**src/rtl/arbPkg.sv**
```systemverilog
package arbPkg;

  typedef enum logic [1:0] {
    OWN_NONE  = 2'd0,
    OWN_LEFT  = 2'd1,
    OWN_RIGHT = 2'd2
  } ownerE;

  // Per-cycle decision handed from control to datapath
  typedef struct packed {
    logic collide;
    logic loseLeft;
    logic loseRight;
  } arbStrobeS;

  localparam int PORTS = 2;
  localparam int LEFT_IDX = 0;
  localparam int RIGHT_IDX = 1;

endpackage

```
**src/rtl/arbCtrl.sv**
```systemverilog
module arbCtrl
  import arbPkg::*;
#(
  parameter int ADDR_W = 14
) (
  input  logic              clk,
  input  logic              rstN,
  input  logic              leftEn,
  input  logic [ADDR_W-1:0] leftAddr,
  input  logic              rightEn,
  input  logic [ADDR_W-1:0] rightAddr,
  output arbStrobeS         strobe
);

  logic              prevLeftEn, prevRightEn, prevCollide;
  logic [ADDR_W-1:0] prevLeftAddr, prevRightAddr;
  ownerE             ownerQ, ownerD;

  logic addrEq, collide, leftSettled, rightSettled, continuing;

  always_comb begin
    addrEq       = (leftAddr == rightAddr);
    collide      = leftEn && rightEn && addrEq;
    leftSettled  = prevLeftEn && (prevLeftAddr == leftAddr);
    rightSettled = prevRightEn && (prevRightAddr == rightAddr);
    continuing   = prevCollide && (prevLeftAddr == leftAddr)
                   && (prevRightAddr == rightAddr);
  end

  // Winner selection: hold an ongoing winner, else first-settled, else left
  always_comb begin
    ownerD = OWN_NONE;
    if (collide) begin
      if (continuing && ownerQ != OWN_NONE) begin
        ownerD = ownerQ;
      end else if (rightSettled && !leftSettled) begin
        ownerD = OWN_RIGHT;
      end else begin
        ownerD = OWN_LEFT;
      end
    end
  end

  always_ff @(posedge clk or negedge rstN) begin
    if (!rstN) begin
      prevLeftEn    <= 1'b0;
      prevRightEn   <= 1'b0;
      prevCollide   <= 1'b0;
      prevLeftAddr  <= '0;
      prevRightAddr <= '0;
      ownerQ        <= OWN_NONE;
    end else begin
      prevLeftEn    <= leftEn;
      prevRightEn   <= rightEn;
      prevCollide   <= collide;
      prevLeftAddr  <= leftAddr;
      prevRightAddr <= rightAddr;
      ownerQ        <= ownerD;
    end
  end

  always_comb begin
    strobe.collide   = collide;
    strobe.loseLeft  = (ownerD == OWN_RIGHT);
    strobe.loseRight = (ownerD == OWN_LEFT);
  end

endmodule

```
**src/rtl/arbPath.sv**
```systemverilog
module arbPath
  import arbPkg::*;
(
  input  logic      clk,
  input  logic      rstN,
  input  logic      masterMode,
  input  arbStrobeS strobe,
  input  logic      leftWe,
  input  logic      rightWe,
  input  logic      busyInLeftN,
  input  logic      busyInRightN,
  output logic      busyOutLeftN,
  output logic      busyOutRightN,
  output logic      leftWeQual,
  output logic      rightWeQual
);

  logic [PORTS-1:0] loseVec, weVec, busyInVec, busyRegN, qualVec;

  always_comb begin
    loseVec[LEFT_IDX]    = strobe.loseLeft;
    loseVec[RIGHT_IDX]   = strobe.loseRight;
    weVec[LEFT_IDX]      = leftWe;
    weVec[RIGHT_IDX]     = rightWe;
    busyInVec[LEFT_IDX]  = busyInLeftN;
    busyInVec[RIGHT_IDX] = busyInRightN;
  end

  for (genvar p = 0; p < PORTS; p++) begin : g_port
    logic inhibit;

    always_ff @(posedge clk or negedge rstN) begin
      if (!rstN) busyRegN[p] <= 1'b1;
      else       busyRegN[p] <= !(masterMode && loseVec[p]);
    end

    always_comb begin
      if (masterMode) inhibit = loseVec[p] || !busyRegN[p];
      else            inhibit = !busyInVec[p];
      qualVec[p] = weVec[p] && !inhibit;
    end
  end

  assign busyOutLeftN  = busyRegN[LEFT_IDX];
  assign busyOutRightN = busyRegN[RIGHT_IDX];
  assign leftWeQual    = qualVec[LEFT_IDX];
  assign rightWeQual   = qualVec[RIGHT_IDX];

endmodule

```
**src/rtl/dpCollisionArbiter.sv**
```systemverilog
module dpCollisionArbiter
  import arbPkg::*;
#(
  parameter int ADDR_W = 14
) (
  input  logic              clk,
  input  logic              rstN,
  input  logic              masterMode,
  input  logic              leftEn,
  input  logic [ADDR_W-1:0] leftAddr,
  input  logic              leftWe,
  input  logic              rightEn,
  input  logic [ADDR_W-1:0] rightAddr,
  input  logic              rightWe,
  input  logic              busyInLeftN,
  input  logic              busyInRightN,
  output logic              busyOutLeftN,
  output logic              busyOutRightN,
  output logic              leftWeQual,
  output logic              rightWeQual
);

  arbStrobeS strobe;

  arbCtrl #(.ADDR_W(ADDR_W)) u_ctrl (
    .clk(clk), .rstN(rstN),
    .leftEn(leftEn), .leftAddr(leftAddr),
    .rightEn(rightEn), .rightAddr(rightAddr),
    .strobe(strobe)
  );

  arbPath u_path (
    .clk(clk), .rstN(rstN), .masterMode(masterMode), .strobe(strobe),
    .leftWe(leftWe), .rightWe(rightWe),
    .busyInLeftN(busyInLeftN), .busyInRightN(busyInRightN),
    .busyOutLeftN(busyOutLeftN), .busyOutRightN(busyOutRightN),
    .leftWeQual(leftWeQual), .rightWeQual(rightWeQual)
  );

endmodule

```
**config.mk**
```make
export PLATFORM = sky130hd
export DESIGN_NAME = dpCollisionArbiter
export DESIGN_NICKNAME = d
export VERILOG_FILES = /design/src/rtl/arbPkg.sv /design/src/rtl/arbCtrl.sv /design/src/rtl/arbPath.sv /design/src/rtl/dpCollisionArbiter.sv
export SDC_FILE = /design/constraint.sdc
export NUM_CORES = 1
export LEC_CHECK = 0
export BUFFER_PORTS_ARGS = -buffer_cell sky130_fd_sc_hd__clkbuf_2
export CAP_MARGIN = 0
export CORE_MARGIN = 3
export CORE_UTILIZATION = 50
export CTS_CLUSTER_SIZE = 12
export DETAILED_ROUTE_END_ITERATION = 8
export PLACE_DENSITY = 0.89
export RECOVER_POWER = 25
export SYNTH_ARGS = -nofsm -noshare
export SYNTH_HDL_FRONTEND = slang
export SYNTH_SLANG_ARGS = --single-unit
```
**constraint.sdc**
```tcl
create_clock -name clk -period 3.1 [get_ports clk]
set_clock_uncertainty 0.1 [all_clocks]
set_input_delay 0.155 -clock clk [delete_from_list [all_inputs] [get_ports clk]]
set_output_delay 0.155 -clock clk [all_outputs]
set_load 0.005 [all_outputs]
```
; After elaboration in Yosys (flattened, before gate mapping)
; Index checks and enable logic that the tools add are counted.
; W data, S select, Z words.
[op_classes]
n_eq_ne = 5
mux = 5
reduce_logical = 24
[op_table]
columns = op, count
row1 = $eq A14 B14 Y1, 3
row2 = $logic_and A1 B1 Y1, 12
row3 = $logic_not A1 Y1, 9
row4 = $mux W2, 3
row5 = $eq A2 B1 Y1 const B, 1
row6 = $eq A2 B2 Y1 const B, 1
row7 = $logic_or A1 B1 Y1, 2
row8 = $mux W1, 2
row9 = $reduce_bool A2 Y1, 1
[word_totals]
reg_bits = 35
in_bits = 37
word_cells = 42

; Depth between registers and ports, before layout
; Gate-level depths: netlist (run 1).
[logic_depth]
depth_word = 12
depth_mapped = 6
ltp_nobuf = 6

; Modules after synthesis
; Synthesis (run 1) repeated with hierarchy kept, for this count alone.
[unflattened]
cells_unflattened = 119
area_unflattened_um2 = 1527.7
[by_module_without_submodules]
columns = mod, instances, cells_per_inst, area_each_um2, seq_area_each_um2
row1 = arbCtrl, 1, 109, 1427.6, 825.8
row2 = arbPath, 1, 10, 100.1, 52.6

; Worst setup path after synthesis (run 1)
; Ideal clock, no wire load.
[synth_timing]
path_kind = reg-to-output
from = register u_ctrl.prevRightAddr[0]
to = output rightWeQual
t_arrival_ns = 1.598
path_slack_ns = 1.247
path_stages_with_launch = 7
n_path_buf = 0
cell_sequence = dfrtp_1 > xnor2_1 > nand4_1 > or4_1 > a21o_1 > and2_4 > a31oi_4
[synth_between]
elab_chain_cells = 11
[synth_lines]
columns = element, line_no
row1 = from (decl), arbCtrl.sv:16  ; logic [ADDR_W-1:0] prevLeftAddr, prevRightAddr;
row2 = from (signal assigned), arbCtrl.sv:57  ; prevRightAddr <= rightAddr;
row3 = $eq A14 B14 Y1 *, "arbCtrl.sv:25, arbCtrl.sv:27"
row4 = $logic_and A1 B1 Y1, arbCtrl.sv:25  ; rightSettled = prevRightEn && (prevRightAddr == rightAddr);
row5 = $logic_and A1 B1 Y1, arbCtrl.sv:36  ; end else if (rightSettled && !leftSettled) begin
row6 = $mux W2, arbCtrl.sv:36
row7 = $mux W2 *, arbCtrl.sv:34  ; if (continuing && ownerQ != OWN_NONE) begin
row8 = $mux W2 *, arbCtrl.sv:33  ; if (collide) begin
row9 = $eq A2 B1 Y1 *, arbCtrl.sv:65  ; strobe.loseRight = (ownerD == OWN_LEFT);
row10 = $logic_or A1 B1 Y1 *, arbPath.sv:38  ; if (masterMode) inhibit = loseVec[p] || !busyRegN[p];
row11 = $mux W1 *, arbPath.sv:38
row12 = $logic_not A1 Y1 *, arbPath.sv:40  ; qualVec[p] = weVec[p] && !inhibit;
row13 = $logic_and A1 B1 Y1 *, arbPath.sv:40
row14 = to (decl), dpCollisionArbiter.sv:20  ; output logic rightWeQual
; Mark *: on every way between the ends. The rest lies on a longest branch, timed or not.

; Worst setup path in the final report (run 1)
[layout_timing]
from = input rightAddr[10]
to = output rightWeQual
[layout_between]
elab_chain_cells = 11
[layout_lines]
columns = element, line_no
row1 = from (decl), dpCollisionArbiter.sv:13  ; input logic [ADDR_W-1:0] rightAddr,
row2 = $eq A14 B14 Y1, "arbCtrl.sv:25, arbCtrl.sv:27"
row3 = $logic_and A1 B1 Y1, arbCtrl.sv:25
row4 = $logic_and A1 B1 Y1, arbCtrl.sv:36
row5 = $mux W2, arbCtrl.sv:36
row6 = $mux W2, arbCtrl.sv:34
row7 = $mux W2 *, arbCtrl.sv:33
row8 = $eq A2 B1 Y1 *, arbCtrl.sv:65
row9 = $logic_or A1 B1 Y1 *, arbPath.sv:38
row10 = $mux W1 *, arbPath.sv:38
row11 = $logic_not A1 Y1 *, arbPath.sv:40
row12 = $logic_and A1 B1 Y1 *, arbPath.sv:40
; Marks and branches as above.

==> impl_metrics.xml, run 1 <==
<?xml version="1.0" encoding="UTF-8"?>
<metrics>
  <group name="layout">
    <metric name="fraction_of_layout_cells_with_a_size_suffix_above_1" unit="">0.179</metric>
    <metric name="number_of_nets_in_the_finished_design" unit="">231</metric>
    <metric name="final_cell_area" unit="mm2">0.00210</metric>
    <metric name="syn_to_final_growth" unit="%">42.1</metric>
    <metric name="instances_no_fill" unit="">226</metric>
    <metric name="antenna_cells_inserted" unit="">0</metric>
    <metric name="fillerInstances" unit="">183</metric>
  </group>
  <group name="run">
    <metric name="maxCapViolations" unit="">0</metric>
  </group>
  <group name="detailed_routing">
    <metric name="drt_pass1_iterations" unit="">4</metric>
    <metric name="met3RoutedLength" unit="um">170</metric>
    <metric name="antenna_violating_nets_post_route" unit="">0</metric>
    <metric name="route.vias.total" unit="">1134</metric>
    <metric name="drt-wirelength-per-cell" unit="um">15.3</metric>
    <metric name="met2_wirelength" unit="um">1940</metric>
    <metric name="drt_first_iter_violations" unit="">25</metric>
    <metric name="dr.max_layer_used" unit="">met4</metric>
    <metric name="routed_length_on_met1" unit="um">1310</metric>
    <metric name="routed_wl" unit="um">3450</metric>
    <metric name="vias_per_cell" unit="">5.02</metric>
    <metric name="post-route-drc-count" unit="">0</metric>
  </group>
  <group name="cts">
    <metric name="post_cts.repair.setup_buffers" unit="">0</metric>
    <metric name="cts_tree" unit="">yes</metric>
    <metric name="clock-root-buffer" unit="">sky130_fd_sc_hd__clkbuf_4</metric>
    <metric name="cts-buffers-inserted" unit="">5</metric>
    <metric name="clock_sink_count" unit="">35</metric>
    <metric name="cts.path.max_buffers" unit="">2</metric>
    <metric name="worstSkewPairLatency" unit="ps">340</metric>
    <metric name="cts_max_level" unit="">2</metric>
    <metric name="clkSlewWorstSetupHoldPaths" unit="ps">110</metric>
  </group>
  <group name="floorplanning">
    <metric name="start_util" unit="">0.533</metric>
    <metric name="dieArea" unit="mm2">0.00365</metric>
    <metric name="core" unit="mm2">0.00278</metric>
    <metric name="floorplan.die.width" unit="um">60.4</metric>
    <metric name="top_level_port_count" unit="">41</metric>
    <metric name="num_rows" unit="">19</metric>
    <metric name="die_height" unit="um">60.4</metric>
  </group>
  <group name="sta">
    <metric name="fin_setup_tns" unit="ps">0</metric>
    <metric name="tcrit_tclk_final" unit="">0.850</metric>
    <metric name="worst_slew_pin_slew" unit="ps">834</metric>
    <metric name="fmax" unit="GHz">0.380</metric>
    <metric name="timing.final.crit_period" unit="ps">2630</metric>
    <metric name="finalMaxSlewViolations" unit="">0</metric>
    <metric name="setup_violations" unit="">0</metric>
    <metric name="rsz0062_at_grt" unit="">no</metric>
    <metric name="worst_slew_margin_rel" unit="">0.444</metric>
    <metric name="hold_viol" unit="">0</metric>
  </group>
  <group name="placed_design">
    <metric name="numPlacedInstances" unit="">186</metric>
    <metric name="portBuffers" unit="">40</metric>
    <metric name="place_congestion" unit="">0.811</metric>
    <metric name="postPlaceCellArea" unit="mm2">0.00172</metric>
    <metric name="place.detailed.hpwl" unit="um">2290</metric>
  </group>
  <group name="logic_synthesis">
    <metric name="synth.net_count" unit="">152</metric>
    <metric name="post-synth-top-area-fraction" unit="">0.557</metric>
    <metric name="yosys_warnings" unit="">0</metric>
    <metric name="synth.ff_latch_count" unit="">35</metric>
    <metric name="unique_cell_type_count_in_the_yosys_netlist" unit="">19</metric>
    <metric name="register_area_share_after_synthesis" unit="">0.593</metric>
    <metric name="avgSynthCellArea" unit="um2">12.9</metric>
    <metric name="cell_types_occupying_the_most_area_after_synthesis" unit="">sky130_fd_sc_hd__dfrtp_1 56%, sky130_fd_sc_hd__xnor2_1 21%, sky130_fd_sc_hd__nand4_1 4.2%, sky130_fd_sc_hd__dfstp_2 3.5%, sky130_fd_sc_hd__xor2_1 3.5%</metric>
    <metric name="number_of_instances_in_the_synthesized_netlist" unit="">115</metric>
    <metric name="mappedNetlistArea" unit="mm2">0.00148</metric>
    <metric name="synth_area_leader_cell" unit="">sky130_fd_sc_hd__dfrtp_1</metric>
  </group>
  <group name="critical_path">
    <metric name="cp-start-kind" unit="">primary input</metric>
    <metric name="cp_max_fo" unit="">3</metric>
    <metric name="r2r-start" unit="">u_ctrl.prevRightAddr[0]$_DFF_PN0_</metric>
    <metric name="timing.setup.critical_path_class" unit="">primary input to primary output</metric>
    <metric name="rr_endpoint" unit="">u_ctrl.ownerQ[0]$_DFF_PN0_</metric>
    <metric name="worst_ep_required_time" unit="ps">2840</metric>
    <metric name="reg2reg_slack" unit="ps">1150</metric>
    <metric name="worst_setup_path_end_kind" unit="">primary output</metric>
    <metric name="r2r_cells" unit="">6</metric>
    <metric name="worstPathArrival" unit="ps">2380</metric>
  </group>
  <group name="global_routing">
    <metric name="gr_ovfl_total" unit="">0</metric>
    <metric name="antenna_violations_before_repair" unit="">0</metric>
    <metric name="number_of_global_route_vias_before_repair" unit="">1237</metric>
    <metric name="grt_start_max_net_pins" unit="">36</metric>
    <metric name="global_route_wire_length_before_repair" unit="um">5640</metric>
    <metric name="grt_usage" unit="">0.219</metric>
  </group>
  <group name="power">
    <metric name="finalPower" unit="uW">973</metric>
    <metric name="cellLeakagePower" unit="uW">0.000863</metric>
    <metric name="peakVddDrop" unit="mV">0.463</metric>
    <metric name="pwr_cell_area" unit="mW/mm2">462</metric>
  </group>
  <group name="status">
    <metric name="run_status" unit="">complete, no violations</metric>
  </group>
  <group name="hold_path">
    <metric name="holdCritPathClass" unit="">primary input to async pin</metric>
  </group>
</metrics>
==> sequential cells by signal (all words and copies together), names as in the netlist <==
| name | count |
|---|---|
| u_ctrl.prevLeftEn | 1 |
| u_ctrl.prevRightEn | 1 |
| u_ctrl.prevCollide | 1 |
| u_ctrl.prevRightAddr | 14 |
| u_ctrl.ownerQ | 2 |
| u_path.busyOutLeftN | 1 |
| u_ctrl.prevLeftAddr | 14 |
| u_path.busyOutRightN | 1 |
==> synthesized netlist by cell type <==
library cell and instances:
sky130_fd_sc_hd__a21boi_0 1, sky130_fd_sc_hd__nand4_1 10, sky130_fd_sc_hd__or4_1 1, sky130_fd_sc_hd__o21a_1 1
sky130_fd_sc_hd__a21o_1 1, sky130_fd_sc_hd__nand2_1 8, sky130_fd_sc_hd__xor2_1 6, sky130_fd_sc_hd__and2_4 1
sky130_fd_sc_hd__nor2_1 1, sky130_fd_sc_hd__nand3_1 3, sky130_fd_sc_hd__nand2b_1 3, sky130_fd_sc_hd__nor4_1 3
sky130_fd_sc_hd__xnor2_1 36, sky130_fd_sc_hd__a31oi_4 1, sky130_fd_sc_hd__dfstp_2 2, sky130_fd_sc_hd__dfrtp_1 33
sky130_fd_sc_hd__a31oi_1 1, sky130_fd_sc_hd__nor3_2 1, sky130_fd_sc_hd__o21ai_0 2
==> report_power, final <==
| group | total [uW] | internal (uW) | switching, uW |
|---|---|---|---|
| logic | 146 | 79.3 | 66.2 |
| clock network | 341 | 191 | 151 |
| registers | 486 | 476 | 9.76 |
| total | 973 | 746 | 227 |
==> worst max-delay path, stage by stage <==
cell	delay, ps
sky130_fd_sc_hd__dlygate4sd3_1	550
sky130_fd_sc_hd__clkbuf_1	150
sky130_fd_sc_hd__xnor2_1	180
sky130_fd_sc_hd__nand4_1	160
sky130_fd_sc_hd__or4_1	550
sky130_fd_sc_hd__a21o_1	190
sky130_fd_sc_hd__and2_4	180
sky130_fd_sc_hd__a31oi_4	140
sky130_fd_sc_hd__clkbuf_2	130
==> layer usage <==
layer  vias to the layer above  GRT usage
li1                        549          -
met1                       544      0.241
met2                        37      0.414
met3                         4     0.0638
met4                         0     0.0557
met5                         -          0
==> area by class of cell <==
cell class	count	area, um2	share of cell area
clock inverter	2	35.0	0.0166
clock buffer	6	51.3	0.0244
multi-input combinational	80	603	0.287
sequential	35	878	0.417
timing repair buffer	72	498	0.237
tap	31	38.8	0.0184
==> cells in the final DEF, fill, tap and decap left out <==
master	synthesis	routed
sky130_fd_sc_hd__a21boi_0	1	1
sky130_fd_sc_hd__a21o_1	1	1
sky130_fd_sc_hd__a31oi_1	1	1
sky130_fd_sc_hd__a31oi_4	1	1
sky130_fd_sc_hd__and2_4	1	1
sky130_fd_sc_hd__bufinv_16	0	1
sky130_fd_sc_hd__clkbuf_1	0	18
sky130_fd_sc_hd__clkbuf_2	0	22
sky130_fd_sc_hd__clkbuf_4	0	5
sky130_fd_sc_hd__clkbuf_8	0	1
sky130_fd_sc_hd__clkinv_2	0	1
sky130_fd_sc_hd__dfrtp_1	33	33
sky130_fd_sc_hd__dfstp_2	2	2
sky130_fd_sc_hd__dlygate4sd3_1	0	32
sky130_fd_sc_hd__nand2_1	8	8
sky130_fd_sc_hd__nand2b_1	3	3
sky130_fd_sc_hd__nand3_1	3	3
sky130_fd_sc_hd__nand4_1	10	10
sky130_fd_sc_hd__nor2_1	1	1
sky130_fd_sc_hd__nor3_2	1	1
sky130_fd_sc_hd__nor4_1	3	3
sky130_fd_sc_hd__o21a_1	1	1
sky130_fd_sc_hd__o21ai_0	2	2
sky130_fd_sc_hd__or4_1	1	1
sky130_fd_sc_hd__xnor2_1	36	36
sky130_fd_sc_hd__xor2_1	6	6
==> cell families after synthesis <==
kind of cell,Yosys count,share of synthesized area
AND/OR/NAND/NOR,31,0.118
flip-flops,35,0.593
AO/OA/AOI/OAI,7,0.0405
XOR/XNOR,42,0.248
==> worst max-delay path by stage <==
stage / startpoint / end / cells past startpoint / slack (ps)
global placement: u_ctrl.prevRightAddr[0]$_DFF_PN0_ / rightWeQual / 7 / 1010
detailed placement: u_ctrl.prevRightAddr[0]$_DFF_PN0_ / rightWeQual / 7 / 970
finish: rightAddr[10] / rightWeQual / 9 / 470
CTS: rightAddr[8] / rightWeQual / 9 / 510
floorplan: u_ctrl.prevRightAddr[0]$_DFF_PN0_ / rightWeQual / 6 / 1250
global route: leftAddr[5] / leftWeQual / 9 / 290
==> metrics by stage <==
step           hold WS, ps  utilization  setup WS (ps)
6_report               358        0.757            466
5_1_grt                377        0.757            293
4_1_cts                357        0.765            510
3_5_place_dp           188        0.619            972
3_3_place_gp           176        0.619           1010
2_1_floorplan         -241            -           1250
==> repair_timing <==
| item | in CTS | in global routing |
|---|---|---|
| gates resized for setup | 0 | 0 |
| hold buffers | 32 | 0 |
| endpoints found under the setup margin | 0 | 0 |
| hold endpoints to repair | 66 | 0 |
Power figures use the tool's default switching activity.
==> run 2, diff against run 1 <==
Settings changed: CORE_UTILIZATION 50 to 46, PLACE_DENSITY 0.89 to 0.86.
Clock period 3.1 ns to 2.41 ns, I/O delays scaled along.
==> run 2 against run 1 <==
Net effect:
- sequential cell count unchanged
- highest routed layer unchanged
- combinational power increased by 34%
- die area increased by 7.8%
- critical path depth unchanged
- the flow now finishes with violations (setup timing)
- largest cell class unchanged
- sequential share of layout area decreased by 0.76 points
==> impl_metrics.xml, run 2 (synthesized netlist as in run 1, its figures left out) <==
<?xml version="1.0" encoding="UTF-8"?>
<metrics>
  <group name="status">
    <metric name="violations" unit="">setup timing</metric>
    <metric name="run_status" unit="">complete, but fails checks</metric>
  </group>
  <group name="floorplanning">
    <metric name="dieArea" unit="mm2">0.00394</metric>
    <metric name="num_rows" unit="">19</metric>
    <metric name="start_util" unit="">0.511</metric>
    <metric name="core" unit="mm2">0.00290</metric>
    <metric name="top_level_port_count" unit="">41</metric>
    <metric name="die_height" unit="um">62.8</metric>
    <metric name="floorplan.die.width" unit="um">62.8</metric>
  </group>
  <group name="run">
    <metric name="maxCapViolations" unit="">0</metric>
  </group>
  <group name="cts">
    <metric name="worstSkewPairLatency" unit="ps">330</metric>
    <metric name="cts.path.max_buffers" unit="">2</metric>
    <metric name="clkSlewWorstSetupHoldPaths" unit="ps">100</metric>
    <metric name="clock_sink_count" unit="">35</metric>
    <metric name="cts-buffers-inserted" unit="">5</metric>
    <metric name="cts_max_level" unit="">2</metric>
    <metric name="clock-root-buffer" unit="">sky130_fd_sc_hd__clkbuf_4</metric>
    <metric name="cts_tree" unit="">yes</metric>
  </group>
  <group name="global_routing">
    <metric name="number_of_global_route_vias_before_repair" unit="">1277</metric>
    <metric name="grt_start_max_net_pins" unit="">36</metric>
    <metric name="gr_ovfl_total" unit="">0</metric>
    <metric name="antenna_violations_before_repair" unit="">0</metric>
    <metric name="grt_usage" unit="">0.206</metric>
    <metric name="global_route_wire_length_before_repair" unit="um">6080</metric>
  </group>
  <group name="placed_design">
    <metric name="postPlaceCellArea" unit="mm2">0.00173</metric>
    <metric name="portBuffers" unit="">40</metric>
    <metric name="numPlacedInstances" unit="">197</metric>
    <metric name="place_congestion" unit="">0.778</metric>
    <metric name="pre_cts_slack" unit="ps">310</metric>
    <metric name="place.detailed.hpwl" unit="um">2330</metric>
  </group>
  <group name="power">
    <metric name="peakVddDrop" unit="mV">0.631</metric>
    <metric name="pwr_cell_area" unit="mW/mm2">554</metric>
    <metric name="cellLeakagePower" unit="uW">0.000885</metric>
  </group>
  <group name="detailed_routing">
    <metric name="routed_wl" unit="um">3740</metric>
    <metric name="drt_pass1_iterations" unit="">4</metric>
    <metric name="route.vias.total" unit="">1191</metric>
    <metric name="drt_first_iter_violations" unit="">26</metric>
    <metric name="antenna_violating_nets_post_route" unit="">0</metric>
    <metric name="vias_per_cell" unit="">4.98</metric>
    <metric name="drt-wirelength-per-cell" unit="um">15.7</metric>
    <metric name="post-route-drc-count" unit="">0</metric>
  </group>
  <group name="layout">
    <metric name="commonest_non_fill_non_tap_cell_in_the_layout" unit="">sky130_fd_sc_hd__xnor2_1</metric>
    <metric name="most-common-layout-cells" unit="">34 x sky130_fd_sc_hd__xnor2_1, 33 x sky130_fd_sc_hd__dfrtp_1, 32 x sky130_fd_sc_hd__dlygate4sd3_1, 25 x sky130_fd_sc_hd__clkbuf_2, 16 x sky130_fd_sc_hd__clkbuf_1</metric>
    <metric name="syn_to_final_growth" unit="%">44.7</metric>
    <metric name="top_regs" unit="">u_ctrl.prevLeftAddr x14, u_ctrl.prevRightAddr x14, u_ctrl.ownerQ x2</metric>
    <metric name="fraction_of_layout_cells_with_a_size_suffix_above_1" unit="">0.218</metric>
    <metric name="antenna_cells_inserted" unit="">0</metric>
    <metric name="final_cell_area" unit="mm2">0.00214</metric>
    <metric name="number_of_nets_in_the_finished_design" unit="">233</metric>
    <metric name="instances_no_fill" unit="">239</metric>
    <metric name="finalCoreUtilization" unit="">0.739</metric>
  </group>
  <group name="sta">
    <metric name="worst_slew_margin_rel" unit="">0.451</metric>
    <metric name="timing.final.crit_period" unit="ps">2440</metric>
    <metric name="tcrit_tclk_final" unit="">1.01</metric>
    <metric name="fmax" unit="GHz">0.409</metric>
    <metric name="worst_slew_pin_slew" unit="ps">824</metric>
    <metric name="hold_viol" unit="">0</metric>
    <metric name="finalMaxSlewViolations" unit="">0</metric>
    <metric name="hold_slack" unit="ps">139</metric>
    <metric name="rsz0062_at_grt" unit="">yes</metric>
    <metric name="timing.final.ws_setup" unit="ps">-32.1</metric>
    <metric name="setup_violations" unit="">2</metric>
  </group>
  <group name="critical_path">
    <metric name="critical-path-top-delay-family" unit="">buffers and inverters</metric>
    <metric name="cp-start-kind" unit="">primary input</metric>
    <metric name="cpMostUsedCell" unit="">sky130_fd_sc_hd__clkbuf_2</metric>
    <metric name="crit_path_top_delay_cell" unit="">sky130_fd_sc_hd__dlygate4sd3_1</metric>
    <metric name="path_buf_inv" unit="">3</metric>
    <metric name="worst_setup_path_end_kind" unit="">primary output</metric>
    <metric name="worstPathArrival" unit="ps">2220</metric>
    <metric name="worst_path_largest_cell_delay" unit="ps">540</metric>
    <metric name="cp_max_fo" unit="">5</metric>
    <metric name="cp_cell_sequence" unit="">dlygate4sd3_1 -&gt; clkbuf_2 -&gt; xnor2_1 -&gt; nand4_1 -&gt; nor4_1 -&gt; nand2_2 -&gt; o21ai_1 -&gt; a31oi_1 -&gt; clkbuf_2</metric>
    <metric name="reg2reg_slack" unit="ps">390</metric>
    <metric name="worst_ep_required_time" unit="ps">2190</metric>
    <metric name="timing.setup.critical_path_class" unit="">primary input to primary output</metric>
  </group>
  <group name="hold_path">
    <metric name="holdCritPathClass" unit="">primary input to register</metric>
  </group>
</metrics>
## run 2: changes by cell type in the layout (fill, tap and decap cells not counted), sizes merged
cell	previous run	this run
buf	0	2
clkbuf	46	48
bufinv	1	0
clkinv	1	0
## run 2: metrics by stage
stage	setup TNS [ps]	power (uW)
3_3_place_gp	0	779
6_report	-58.0	1190
5_1_grt	-290	1250
2_1_floorplan	0	707
4_1_cts	-2.52	1190
3_5_place_dp	0	786
## run 2: cell type report
cell class / instances / area, um2
clock buffer: 8 / 68.8
fill: 205 / 757
multi-input combinational: 80 / 627
sequential: 35 / 878
tap: 42 / 52.6
timing repair buffer: 74 / 517
## run 2: power by group
group          switching [uW]  total [uW]  internal (uW)
clock network             195         366            172
logic                    90.4         196            106
registers                13.0         626            613
## run 2: layer usage
layer	GRT usage	share of wire	up-vias
li1	-	-	551
met1	0.239	0.40	587
met5	0	0	-
met3	0.0432	0.038	9
met4	0.0771	0.026	0
met2	0.372	0.54	44
## run 2: tightest hold or removal path: stages
cell and delay, ps:
sky130_fd_sc_hd__clkbuf_2 120, sky130_fd_sc_hd__xnor2_1 70, sky130_fd_sc_hd__nand4_1 130, sky130_fd_sc_hd__nor3_2 90
## run 2: worst paths after layout
| kind | startpoint | end | cells after the start |
|---|---|---|---|
| worst max-delay path | rightAddr[2] | leftWeQual | 9 |
| worst max register to register | u_ctrl.prevRightAddr[13]$_DFF_PN0_ | u_ctrl.ownerQ[0]$_DFF_PN0_ | 7 |
| worst min register to register | u_ctrl.ownerQ[0]$_DFF_PN0_ | u_ctrl.ownerQ[0]$_DFF_PN0_ | 1 |
| min in group asynchronous | rstN | u_ctrl.prevLeftAddr[12]$_DFF_PN0_ | 2 |
| max in group asynchronous | rstN | u_ctrl.prevLeftAddr[6]$_DFF_PN0_ | 2 |
| worst min-delay path | leftAddr[9] | u_ctrl.prevCollide$_DFF_PN0_ | 4 |
## run 2: what timing repair did
item	CTS	global route
endpoints found under the hold margin	65	0
endpoints found under the setup margin	2	2
hold buffers	32	0
gates resized for setup	3	2
pin swaps	4	0
buffers inserted	2	0
==> run 3, diff against run 2 <==
==> constraint.sdc (replaced) <==
create_clock -name clk -period 2.41 [get_ports clk]
set_clock_uncertainty 0.1 [all_clocks]
set_input_delay 0.241 -clock clk [delete_from_list [all_inputs] [get_ports clk]]
set_output_delay 0.241 -clock clk [all_outputs]
set_load 0.005 [all_outputs]
==> run 3 against run 2 <==
Net effect:
- combinational power decreased by 4%
- highest routed layer unchanged
- largest cell class unchanged
- sequential cell count unchanged
- design area decreased by 1.4%
- the run still ends with setup timing left
- register-to-register slack about the same
- critical path type is now register to primary output
- critical path depth decreased by 2
- clock power decreased by 18%
==> impl_metrics.xml, run 3 (synthesized netlist as in run 1, its figures left out) <==
<?xml version="1.0" encoding="UTF-8"?>
<metrics>
  <group name="sta">
    <metric name="timing.final.crit_period" unit="ps">2500</metric>
    <metric name="fmax" unit="GHz">0.400</metric>
    <metric name="finalMaxSlewViolations" unit="">0</metric>
    <metric name="rsz0062_at_grt" unit="">yes</metric>
    <metric name="hold_viol" unit="">0</metric>
    <metric name="timing.final.ws_setup" unit="ps">-91.4</metric>
    <metric name="tcrit_tclk_final" unit="">1.04</metric>
    <metric name="hold_slack" unit="ps">210</metric>
    <metric name="setup_violations" unit="">2</metric>
    <metric name="worst_slew_pin_slew" unit="ps">852</metric>
    <metric name="worst_slew_margin_rel" unit="">0.432</metric>
  </group>
  <group name="critical_path">
    <metric name="r2r_cells" unit="">7</metric>
    <metric name="timing.setup.critical_path_class" unit="">register to primary output</metric>
    <metric name="cp_cell_sequence" unit="">xnor2_1 -&gt; nand4_1 -&gt; or4_1 -&gt; a21o_1 -&gt; and2_4 -&gt; a31oi_4 -&gt; clkbuf_2</metric>
    <metric name="worst_ep_required_time" unit="ps">2070</metric>
    <metric name="crit_path_top_delay_cell" unit="">sky130_fd_sc_hd__or4_1</metric>
    <metric name="worst_path_largest_cell_delay" unit="ps">540</metric>
    <metric name="cp_max_fo" unit="">3</metric>
    <metric name="r2r-start" unit="">u_ctrl.prevRightAddr[10]$_DFF_PN0_</metric>
    <metric name="crit_path_end" unit="">rightWeQual</metric>
    <metric name="worstPathArrival" unit="ps">2160</metric>
    <metric name="worst_setup_path_end_kind" unit="">primary output</metric>
    <metric name="cp-start-kind" unit="">register</metric>
    <metric name="reg2reg_slack" unit="ps">400</metric>
    <metric name="critical_path.startpoint" unit="">u_ctrl.prevRightAddr[10]$_DFF_PN0_</metric>
    <metric name="rr_endpoint" unit="">u_ctrl.ownerQ[0]$_DFF_PN0_</metric>
  </group>
  <group name="cts">
    <metric name="cts.path.max_buffers" unit="">2</metric>
    <metric name="worstSkewPairLatency" unit="ps">340</metric>
    <metric name="cts_tree" unit="">yes</metric>
    <metric name="cts_max_level" unit="">2</metric>
    <metric name="clock-root-buffer" unit="">sky130_fd_sc_hd__clkbuf_4</metric>
    <metric name="clock_sink_count" unit="">35</metric>
    <metric name="cts-buffers-inserted" unit="">5</metric>
    <metric name="clkSlewWorstSetupHoldPaths" unit="ps">100</metric>
  </group>
  <group name="detailed_routing">
    <metric name="drt_first_iter_violations" unit="">25</metric>
    <metric name="drt_pass1_iterations" unit="">4</metric>
    <metric name="vias_per_cell" unit="">4.97</metric>
    <metric name="post-route-drc-count" unit="">0</metric>
    <metric name="route.vias.total" unit="">1193</metric>
    <metric name="drt-wirelength-per-cell" unit="um">14.5</metric>
    <metric name="antenna_violating_nets_post_route" unit="">0</metric>
    <metric name="routed_wl" unit="um">3490</metric>
  </group>
  <group name="placed_design">
    <metric name="pre_cts_slack" unit="ps">203</metric>
    <metric name="place_congestion" unit="">0.732</metric>
    <metric name="place.detailed.hpwl" unit="um">2230</metric>
    <metric name="portBuffers" unit="">40</metric>
  </group>
  <group name="global_routing">
    <metric name="grt_usage" unit="">0.204</metric>
    <metric name="grt_util_met2" unit="">0.336</metric>
    <metric name="global_route_wire_length_before_repair" unit="um">6160</metric>
    <metric name="grt_start_max_net_pins" unit="">36</metric>
    <metric name="grtUsageMet3" unit="">0.0504</metric>
    <metric name="grt_util_met1" unit="">0.249</metric>
    <metric name="gr_ovfl_total" unit="">0</metric>
    <metric name="number_of_global_route_vias_before_repair" unit="">1309</metric>
    <metric name="antenna_violations_before_repair" unit="">0</metric>
    <metric name="grt_busiest_layer" unit="">met2</metric>
  </group>
  <group name="layout">
    <metric name="seqCellArea" unit="um2">878</metric>
    <metric name="antenna_cells_inserted" unit="">0</metric>
    <metric name="multiInputGateArea" unit="um2">609</metric>
    <metric name="fillerInstances" unit="">217</metric>
    <metric name="fraction_of_layout_cells_with_a_size_suffix_above_1" unit="">0.197</metric>
    <metric name="most-common-layout-cells" unit="">36 x sky130_fd_sc_hd__xnor2_1, 33 x sky130_fd_sc_hd__dfrtp_1, 32 x sky130_fd_sc_hd__dlygate4sd3_1, 24 x sky130_fd_sc_hd__clkbuf_2, 18 x sky130_fd_sc_hd__clkbuf_1</metric>
    <metric name="commonest_non_fill_non_tap_cell_in_the_layout" unit="">sky130_fd_sc_hd__xnor2_1</metric>
    <metric name="number_of_nets_in_the_finished_design" unit="">234</metric>
    <metric name="top_regs" unit="">u_ctrl.prevLeftAddr x14, u_ctrl.prevRightAddr x14, u_ctrl.ownerQ x2</metric>
    <metric name="syn_to_final_growth" unit="%">42.7</metric>
  </group>
  <group name="run">
    <metric name="maxCapViolations" unit="">0</metric>
  </group>
  <group name="power">
    <metric name="cellLeakagePower" unit="uW">0.000864</metric>
    <metric name="peakVddDrop" unit="mV">0.498</metric>
    <metric name="pwr_cell_area" unit="mW/mm2">527</metric>
  </group>
  <group name="floorplanning">
    <metric name="dieArea" unit="mm2">0.00394</metric>
    <metric name="core" unit="mm2">0.00290</metric>
    <metric name="die_height" unit="um">62.8</metric>
    <metric name="top_level_port_count" unit="">41</metric>
    <metric name="floorplan.die.width" unit="um">62.8</metric>
    <metric name="start_util" unit="">0.511</metric>
    <metric name="num_rows" unit="">19</metric>
  </group>
  <group name="status">
    <metric name="run_status" unit="">complete, but fails checks</metric>
    <metric name="violations" unit="">setup timing</metric>
  </group>
  <group name="hold_path">
    <metric name="holdCritPathClass" unit="">primary input to register</metric>
  </group>
</metrics>
==> run 3: critical path: cells and delay by family, from the launching register on <==
kind	cells	cell delay [ps]
flops	1	390
compound gates	2	300
buf+inv	1	130
simple gates	3	840
xor+xnor	1	150
==> run 3: metal layers <==
layer  up-vias  part of all wire
met3        13             0.065
met4         0             0.030
met2        50              0.50
met1       574              0.41
met5         -                 0
li1        556                 -
==> run 3: worst min path at each step <==
stage | start | end | slack, ps | cells past startpoint
2_1_floorplan | rstN | u_ctrl.ownerQ[0]$_DFF_PN0_ | -150 | 0
4_1_cts | masterMode | u_path.busyOutLeftN$_DFF_PN1_ | 0.7 | 2
6_report | leftAddr[3] | u_ctrl.prevCollide$_DFF_PN0_ | 210 | 4
3_5_place_dp | leftEn | u_ctrl.prevLeftEn$_DFF_PN0_ | 280 | 1
3_3_place_gp | rstN | u_ctrl.prevRightAddr[13]$_DFF_PN0_ | 270 | 1
5_1_grt | rightAddr[10] | u_ctrl.prevCollide$_DFF_PN0_ | 210 | 4
==> run 3: area by class of cell <==
cell class / instances / share of cell area
flip-flops and latches: 35 / 0.416
multi-input cells: 80 / 0.288
repair buffers: 75 / 0.247
well taps: 42 / 0.0249
clock buffers: 7 / 0.0213
clock inverters: 1 / 0.00237
==> run 3: power breakdown <==
part	total, uW	internal (uW)	switching, uW	leakage, uW
registers	625	612	12.1	0.000413
clock network	299	114	186	0.0000293
logic	189	103	85.9	0.000422
==> run 3: per-stage QoR <==
stage	util	total power, uW	setup TNS [ps]	instances	instance area (um2)
after floorplan	-	707	0	115	1480
after global placement	0.601	777	0	198	1740
after detailed placement	0.601	784	0	198	1740
after CTS	0.730	1120	-199	239	2120
after global routing	0.729	1180	-384	240	2110
final	0.729	1110	-128	240	2110
==> run 3: what timing repair did <==
action	4_1_cts	5_1_grt
setup endpoints to repair	2	2
endpoints found under the hold margin	63	1
pin swaps	6	2
cloned	0	0
setup buffers	2	0
gates resized for setup	0	1
hold buffers	31	1
